==> src/rtl/iso_rdy_pkg.sv <==
package iso_rdy_pkg;

  typedef enum logic [1:0] {
    ST_IDLE,
    ST_WAIT_SOF,
    ST_ARMED,
    ST_SEND
  } txStateT;

  typedef struct packed {
    logic cntClr;
    logic cntLoadRx;
    logic swap;
    logic selFlip;
  } dpCmdT;

endpackage

==> src/rtl/iso_rdy_dp.sv <==
module iso_rdy_dp
  import iso_rdy_pkg::*;
#(
  parameter int CNT_W = 10
) (
  input  logic             clk,
  input  logic             rstN,
  input  dpCmdT            cmd,
  input  logic             dirIn,
  input  logic             dualBuf,
  input  logic             byteWr,
  input  logic             byteRd,
  input  logic             rxDone,
  input  logic [CNT_W-1:0] rxLen,
  input  logic [CNT_W-1:0] maxPkt,
  output logic [CNT_W-1:0] count,
  output logic             sieFull,
  output logic             cpuSel,
  output logic             fullHit,
  output logic             lastRd
);

  localparam logic [CNT_W-1:0] CNT_MAX = {CNT_W{1'b1}};
  localparam logic [CNT_W-1:0] CNT_ONE = {{(CNT_W-1){1'b0}}, 1'b1};

  logic [CNT_W-1:0] countQ, countD;
  logic [CNT_W-1:0] sieLenQ, sieLenD;
  logic             sieFullQ, sieFullD;
  logic             selQ;
  logic             capture;
  logic [CNT_W:0]   nextWr;

  assign nextWr  = {1'b0, countQ} + {{CNT_W{1'b0}}, 1'b1};
  assign fullHit = dirIn && byteWr && (nextWr == {1'b0, maxPkt});
  assign lastRd  = !dirIn && byteRd && (countQ == CNT_ONE);
  assign capture = !dirIn && dualBuf && rxDone;

  always_comb begin
    countD = countQ;
    if (cmd.cntClr)                             countD = '0;
    else if (cmd.swap)                          countD = sieLenQ;
    else if (cmd.cntLoadRx)                     countD = rxLen;
    else if (dirIn && byteWr && countQ != CNT_MAX) countD = countQ + CNT_ONE;
    else if (!dirIn && byteRd && countQ != '0)  countD = countQ - CNT_ONE;
  end

  always_comb begin
    sieFullD = sieFullQ;
    sieLenD  = sieLenQ;
    if (cmd.swap) sieFullD = 1'b0;
    if (capture) begin
      sieFullD = 1'b1;
      sieLenD  = rxLen;
    end
  end

  always_ff @(posedge clk) begin
    if (!rstN) begin
      countQ   <= '0;
      sieLenQ  <= '0;
      sieFullQ <= 1'b0;
      selQ     <= 1'b0;
    end else begin
      countQ   <= countD;
      sieLenQ  <= sieLenD;
      sieFullQ <= sieFullD;
      if (cmd.selFlip) selQ <= !selQ;
    end
  end

  assign count   = countQ;
  assign sieFull = sieFullQ;
  assign cpuSel  = selQ;

  // the final read empties the CPU-side count
  assert_last_read_empties_R10: assert property (@(posedge clk) disable iff (!rstN)
    (lastRd && !cmd.cntClr && !cmd.swap && !cmd.cntLoadRx) |=> (count == '0));

  // a swap always hands over ownership and frees the SIE side
  assert_swap_frees_sie_R8: assert property (@(posedge clk) disable iff (!rstN)
    (cmd.swap && !capture) |=> (!sieFull && (cpuSel != $past(cpuSel))));

endmodule

==> src/rtl/iso_rdy_ctrl.sv <==
module iso_rdy_ctrl
  import iso_rdy_pkg::*;
(
  input  logic  clk,
  input  logic  rstN,
  input  logic  dirIn,
  input  logic  dualBuf,
  input  logic  sofRx,
  input  logic  inToken,
  input  logic  rxDone,
  input  logic  txStart,
  input  logic  wrDelayStart,
  input  logic  wrValid,
  input  logic  wrToggle,
  input  logic  wrBufClr,
  input  logic  wrAutoClr,
  input  logic  sieFull,
  input  logic  fullHit,
  input  logic  lastRd,
  output dpCmdT cmd,
  output logic  validQ,
  output logic  delayQ,
  output logic  txEnable
);

  txStateT stateQ, stateD;
  logic    validD, delayD;
  logic    clr, txGo, swapNow, arm;

  assign clr     = wrBufClr || wrAutoClr;
  assign txGo    = dirIn && (stateQ == ST_SEND) && txStart;
  assign arm     = wrValid || fullHit;
  assign swapNow = !dirIn && dualBuf && sieFull && !validQ && !clr && !wrToggle;

  always_comb begin
    cmd.cntClr    = clr || txGo;
    cmd.swap      = swapNow;
    cmd.cntLoadRx = !dirIn && !dualBuf && rxDone && !clr;
    cmd.selFlip   = swapNow || (!dirIn && dualBuf && wrToggle && !clr);
  end

  always_comb begin
    validD = validQ;
    if (clr) begin
      validD = 1'b0;
    end else if (dirIn) begin
      if (txGo)     validD = 1'b0;
      else if (arm) validD = 1'b1;
    end else begin
      if (wrToggle || swapNow || (!dualBuf && rxDone)) validD = 1'b1;
      else if (lastRd)                                 validD = 1'b0;
    end
  end

  always_comb begin
    stateD = stateQ;
    if (clr || !dirIn) begin
      stateD = ST_IDLE;
    end else begin
      unique case (stateQ)
        ST_IDLE:     if (wrDelayStart)  stateD = ST_WAIT_SOF;
                     else if (arm)      stateD = ST_ARMED;
        ST_WAIT_SOF: if (sofRx || arm)  stateD = ST_ARMED;
        ST_ARMED:    if (inToken)       stateD = ST_SEND;
        ST_SEND:     if (txStart)       stateD = ST_IDLE;
        default:                        stateD = ST_IDLE;
      endcase
    end
  end

  always_comb begin
    delayD = delayQ;
    if (clr || txGo || !dirIn) delayD = 1'b0;
    else if (wrDelayStart && stateQ == ST_IDLE) delayD = 1'b1;
  end

  always_ff @(posedge clk) begin
    if (!rstN) begin
      stateQ <= ST_IDLE;
      validQ <= 1'b0;
      delayQ <= 1'b0;
    end else begin
      stateQ <= stateD;
      validQ <= validD;
      delayQ <= delayD;
    end
  end

  assign txEnable = (stateQ == ST_SEND);

  // transmission is only enabled in response to an IN token
  assert_tx_after_token_R2: assert property (@(posedge clk) disable iff (!rstN)
    $rose(txEnable) |-> $past(inToken));

  // while waiting for a frame start, tokens cannot enable transmission
  assert_wait_blocks_token_R3: assert property (@(posedge clk) disable iff (!rstN)
    (stateQ == ST_WAIT_SOF && !sofRx && !arm) |=> !txEnable);

  // the start of transmission retires the delay request and the enable
  assert_start_retires_R4: assert property (@(posedge clk) disable iff (!rstN)
    (txEnable && txStart && dirIn) |=> (!delayQ && !txEnable && !validQ));

  // single-buffer receive completion makes the buffer valid
  assert_single_rx_valid_R7: assert property (@(posedge clk) disable iff (!rstN)
    (!dirIn && !dualBuf && rxDone && !clr) |=> validQ);

  // clear commands drop valid and transmit enable
  assert_clear_drops_R11: assert property (@(posedge clk) disable iff (!rstN)
    clr |=> (!validQ && !txEnable && !delayQ));

endmodule

==> src/rtl/iso_rdy_ctl.sv <==
module iso_rdy_ctl
  import iso_rdy_pkg::*;
#(
  parameter int CNT_W = 10
) (
  input  logic             clk,
  input  logic             rstN,
  input  logic             dirIn,
  input  logic             dualBuf,
  input  logic             ctrlReq,
  input  logic [CNT_W-1:0] maxPkt,
  input  logic [CNT_W-1:0] rxLen,
  input  logic             sofRx,
  input  logic             inToken,
  input  logic             rxDone,
  input  logic             txStart,
  input  logic             wrDelayStart,
  input  logic             wrValid,
  input  logic             wrToggle,
  input  logic             wrBufClr,
  input  logic             wrAutoClr,
  input  logic             byteWr,
  input  logic             byteRd,
  output logic             txEnable,
  output logic             bufValid,
  output logic             bufReady,
  output logic             delayPend,
  output logic             cpuSel,
  output logic [CNT_W-1:0] byteCount
);

  dpCmdT cmd;
  logic  sieFull, fullHit, lastRd, validQ;

  iso_rdy_ctrl ctrl_i (
    .clk(clk), .rstN(rstN), .dirIn(dirIn), .dualBuf(dualBuf),
    .sofRx(sofRx), .inToken(inToken), .rxDone(rxDone), .txStart(txStart),
    .wrDelayStart(wrDelayStart), .wrValid(wrValid), .wrToggle(wrToggle),
    .wrBufClr(wrBufClr), .wrAutoClr(wrAutoClr),
    .sieFull(sieFull), .fullHit(fullHit), .lastRd(lastRd),
    .cmd(cmd), .validQ(validQ), .delayQ(delayPend), .txEnable(txEnable)
  );

  iso_rdy_dp #(.CNT_W(CNT_W)) dp_i (
    .clk(clk), .rstN(rstN), .cmd(cmd), .dirIn(dirIn), .dualBuf(dualBuf),
    .byteWr(byteWr), .byteRd(byteRd), .rxDone(rxDone), .rxLen(rxLen),
    .maxPkt(maxPkt), .count(byteCount), .sieFull(sieFull), .cpuSel(cpuSel),
    .fullHit(fullHit), .lastRd(lastRd)
  );

  assign bufReady = validQ;
  assign bufValid = validQ && !ctrlReq;

endmodule

==> config.mk <==
export PLATFORM = sky130hd
export DESIGN_NAME = iso_rdy_ctl
export DESIGN_NICKNAME = d
export VERILOG_FILES = /design/src/rtl/iso_rdy_pkg.sv /design/src/rtl/iso_rdy_dp.sv /design/src/rtl/iso_rdy_ctrl.sv /design/src/rtl/iso_rdy_ctl.sv
export SDC_FILE = /design/constraint.sdc
export NUM_CORES = 1
export LEC_CHECK = 0
export ABC_AREA = 1
export BUFFER_PORTS_ARGS = -buffer_cell sky130_fd_sc_hd__buf_2
export CAP_MARGIN = 20
export CORE_UTILIZATION = 30
export DETAILED_ROUTE_END_ITERATION = 10
export PLACE_DENSITY_LB_ADDON = 0.08
export SYNTH_ARGS = -nofsm -noshare
export SYNTH_HDL_FRONTEND = slang
export SYNTH_SLANG_ARGS = --single-unit
export TNS_END_PERCENT = 30
==> constraint.sdc <==
create_clock -name clk -period 3.07 [get_ports clk]
set_input_delay 0.307 -clock clk [delete_from_list [all_inputs] [get_ports clk]]
set_output_delay 0.307 -clock clk [all_outputs]
set_load 0.01 [all_outputs]
# == After elaboration in Yosys (flattened, before gate mapping) ==
# Index checks and enable logic that the tools add are counted.
# Widths: inputs -> output; s select.
# word_totals
regBits,26
out_inout_bits,15
word_cells,88
# op_classes
add_sub_neg,3
n_eq_ne,11
muxes,17
bitwise,1
reduce_logical,49
# op_table
op,n
$mux 10,4
$logic_and 1x1->1,22
$add 10x1->11 const B,1
$eq 11x10->1,1
$add 10x1->10 const B,1
$eq 10x1->1 const B,1
$mux 2,5
$ne 10x10->1 const B,1
$reduce_bool 10->1,1
$sub 10x1->10 const B,1
$logic_or 1x1->1,9
$pmux 2 s4,1
$reduce_or 2->1,4
$logic_not 1->1,7
$mux 1,7
$eq 2x2->1 const B,2
$ne 2x2->1 const B,2
$reduce_and 4->1,1
$reduce_bool 4->1,1
$ne 3x1->1 const B,1
$ne 3x2->1 const B,1
$reduce_bool 3->1,1
$eq 2x1->1 const B,1
$logic_not 2->1,1
other kinds (4),4

# == Logic depth before layout (Yosys ltp) ==
# depth
ltp_word,10
depth_mapped,15
depth_no_buf,15

# == Hierarchy ==
# Synthesis repeated with hierarchy kept, for this count alone.
# unflattened
hier_cells,344
area_unflattened_um2,2079.5
# by_module_without_submodules
mod,instances,cells_per_inst,area_each_um2,seq_area_each_um2
iso_rdy_dp,1,278,1671.6,440.4
iso_rdy_ctrl,1,64,397.9,80.1
iso_rdy_ctl,1,2,10.0,0.0

# == Least setup slack after synthesis ==
# Ideal clock, no wire load.
# synth_timing
path_type,reg-to-reg
start,"register dp_i.countQ[0], in the netlist dp_i.count[0]"
end,register ctrl_i.validQ
setup_ns,0.115
arrival_time_ns,1.723
setup_slack_ns,1.232
path_stages_with_launch,16
path_buffers,0
path_cell_list,dfxtp_1 > inv_1 > ha_1 > inv_1 > nand2_1 > nand2_1 > nor2_1 > nand3_1 > nor2_1 > nand3_1 > nor2_1 > nand2_1 > nand3_1 > nand3_1 > nand2_1 > nor2_1
# synth_via
elab_chain_cells,6
# synth_rtl
item,line_no,rtl
from (decl),iso_rdy_dp.sv:26,"logic [CNT_W-1:0] countQ, countD;"
from (signal assigned),iso_rdy_dp.sv:64,countQ <= countD;
$add 10x1->11,iso_rdy_dp.sv:33,"assign nextWr = {1'b0, countQ} + {{CNT_W{1'b0}}, 1'b1};"
$eq 11x10->1,iso_rdy_dp.sv:34,"assign fullHit = dirIn && byteWr && (nextWr == {1'b0, maxPkt});"
$logic_and 1x1->1,iso_rdy_dp.sv:34,
$logic_or 1x1->1,iso_rdy_ctrl.sv:32,assign arm = wrValid || fullHit;
$ne 3x1->1 (no line),n/a,
$reduce_and 2->1 (no line) *,n/a,
to (signal assigned),iso_rdy_ctrl.sv:84,validQ <= validD;
to (decl),iso_rdy_ctrl.sv:21,"output logic validQ,"
# Mark *: on every way between the ends. The rest lies on a longest branch, timed or not.
# A chain may end at the register's enable or synchronous reset.

# == Worst setup path after layout ==
# layout_timing
start,"register dp_i.countQ[0], in the netlist dp_i.count[0]"
end,"register dp_i.countQ[4], in the netlist dp_i.count[4]"
# layout_via
elab_chain_cells,5
# layout_rtl
item,line_no,rtl
$sub 10x1->10 or $ne 10x10->1 (tied branches),"iso_rdy_dp.sv:44, iso_rdy_dp.sv:43",
$mux 10 or $logic_and 1x1->1 (tied branches),"iso_rdy_dp.sv:44, iso_rdy_dp.sv:43",
$mux 10,iso_rdy_dp.sv:43,else if (dirIn && byteWr && countQ != CNT_MAX) countD = countQ + CNT_ONE;
$mux 10,iso_rdy_dp.sv:42,else if (cmd.cntLoadRx) countD = rxLen;
$mux 10,iso_rdy_dp.sv:41,else if (cmd.swap) countD = sieLenQ;
# Parallel ways exist; a longest one is shown, timed or not. The select of a mux whose other input is x is not followed.

==> results.toml <==
[routing]
detail_route.wl_per_cell_um = 12.6
drt-pass1-iter-count = 4
via_count = 2335
first_iter_violations = 175
vias_per_cell = 4.75
ant_nets = 0
drc_errors = 0
wl_um = 6200

[outcome]
outcome = "completed"

[placement]
portBuffers = 50
hpwl_um = 4950
place.gp.congestion = 0.789

[synth]
yosysSeqAreaShare_pct = 24.6
synth_common_cells = "91 x nand2_1, 44 x inv_1, 39 x nand3_1"
async_reset_ff_share_pct = 0
syn_avg_cell_area_sq_um = 6.02
yosys.area.top_type = "dfxtp_1"
syn-cell-area_sq_um = 2120
synth-seq-cells = 26
synth_edf_count = 0
syn_nets = 397
ys_warn_count = 0
synth.top_cell.area_share_pct = 24.6
synth_cell_types = 32
synthTopCellsByArea = "dfxtp_1 25%, nand2_1 16%, nand3_1 9.2%"
post_synth_inst_count = 352
yosysMostFrequentCell = "nand2_1"
synthFlopType = "dfxtp_1"

[clocking]
cts_setup_buffers = 0
h-tree-depth = 1
clock_insertion_delay_worst_skew_ns = 0.28
hold_buffers = 0
cts-root-buf = "clkbuf_8"
cts_buffer_depth = 2
cts.sinks = 26
cts_buffers = 3
cts_tree = "done"
clk_pin_slew_ns = 0.09
cts_resized = 0

[finish]
utilization_pct = 36.7
fin_nets = 442
drive_gt1_share_pct = 17.2
antenna_cells = 0
area_growth_pct = 17.8

[worst_setup_path]
r2r-start = "dp_i.count[0]"
ff2ff_path_depth = 10
crit_path_start_kind = "flop"
crit_required_ns = 3.25
ff2ff_setup_slack_ns = 0.78
crit_path_end_kind = "flop"
regToRegEndpoint = "dp_i.count[4]"
worst-path-max-fanout = 11
path_class = "reg2reg"
crit_arrival_ns = 2.47

[power_and_ir_drop]
p_per_area_nw_per_um2 = 313
p_total_uw = 782
leakage_uw = 0.00119
ir_drop_uv = 246

[run]
cap_violations = 0

[timing]
setup_viol = 0
layout_min_cycle_time_ns = 2.29
slew-limit-headroom_pct = 68.3
fin_skew_ns = 0.00310
finalSetupTns_ns = 0
timing.fmax_mhz = 436
period_share_pct = 74.7
rsz0062_at_grt = "false"
slew_violations = 0
worst_slew_pin_slew_ns = 0.474
report.final.hold_viol_count = 0

[hold_path]
min_from = "rstN"
whs_path_depth = 3
hold_class = "in2reg"
hold_end = "dp_i.cpuSel"

[die]
die_x_um = 86.0
die-area_sq_um = 7400
io-pin-count = 51
core_area_sq_um = 6790
die_h_um = 86.0
initial_utilization_pct = 31.2
num_rows = 30

[global_routing]
grt_pass1_wl_um = 10400
grt_usage_pct = 17.8
grt_max_degree = 17
antenna_found_initial = 0
grt_pass1_vias = 2086
overflow = 0
stage by stage:
| step | instances | hold slack (ns) | instance area, sq um | setup WS, ns |
|---|---|---|---|---|
| 2_1_floorplan | 352 | 0.429 | 2120 | 1.23 |
| 3_3_place_gp | 488 | 0.436 | 2440 | 0.840 |
| 3_5_place_dp | 488 | 0.436 | 2440 | 0.802 |
| 4_1_cts | 492 | 0.283 | 2500 | 0.773 |
| 5_1_grt | 492 | 0.294 | 2500 | 0.450 |
| 6_report | 492 | 0.292 | 2500 | 0.778 |
layout by cell type (no fill, tap or decap), drive strengths merged:
cell,count
buf,52
nor4,2
nor3,4
nand3b,4
nand4,2
o22ai,1
dfxtp,26
clkbuf,4
nand2,93
o21ai,22
nand3,41
nor2,33
clkinv,1
a21boi,1
ha,9
a21oi,38
a31oi,2
o211ai,8
xor2,6
inv,47
final cells by class:
cell class | count | area, sq um
clock buffers | 4 | 55.1
fillers | 791 | 4300
inverters | 48 | 183
multi-input cells | 266 | 1350
flip-flops and latches | 26 | 520
well taps | 96 | 120
repair buffers | 52 | 265
layer usage:
| metal | share of wire, % | vias to the layer above | track usage (%) | wire, um |
|---|---|---|---|---|
| met4 | 0.95 | 0 | 4.55 | 59 |
| met1 | 53 | 1036 | 27.0 | 3260 |
| met2 | 42 | 51 | 26.7 | 2640 |
| met3 | 4.0 | 5 | 1.64 | 245 |
| li1 | - | 1243 | - | - |
| met5 | 0 | - | 0 | 0 |
critical path: stages (launching register included):
cell	delay [ns]
dfxtp_1	0.49
ha_1	0.27
nand3_1	0.15
nor2_4	0.15
nand3_2	0.10
nand2_4	0.14
nand4_1	0.39
inv_2	0.30
a21oi_1	0.09
o21ai_1	0.08
inv_1	0.04
report_power, final:
| group | internal, uW | switching [uW] |
|---|---|---|
| logic | 75.7 | 116 |
| registers | 348 | 13.9 |
| clock network | 115 | 114 |
flip-flops by register name (all words and copies together), names as in the netlist:
register	cells
ctrl_i.validQ	1
dp_i.sieFull	1
dp_i.sieLenQ	10
dp_i.cpuSel	1
ctrl_i.delayQ	1
ctrl_i.stateQ	2
dp_i.count	10
worst max path at each step:
stage | from | end | slack (ns) | cells after the start
after floorplan | dp_i.count[0] | ctrl_i.validQ | 1.23 | 15
after global placement | dp_i.count[0] | dp_i.count[4] | 0.84 | 10
after detailed placement | dp_i.count[0] | dp_i.count[4] | 0.80 | 10
after CTS | dp_i.count[0] | dp_i.count[4] | 0.77 | 10
after global routing | dp_i.count[0] | ctrl_i.stateQ[0] | 0.45 | 15
final | dp_i.count[0] | dp_i.count[4] | 0.78 | 10
cell families after synthesis:
family	after synthesis	share of synthesized area, %
AND/OR/NAND/NOR	179	37.2
AO/OA/AOI/OAI	72	18.8
buffers and inverters	60	11.6
flip-flops	26	24.6
adder cells (fa/ha/maj)	9	5.32
XOR/XNOR	6	2.48
(Power assumes the default switching activity.)
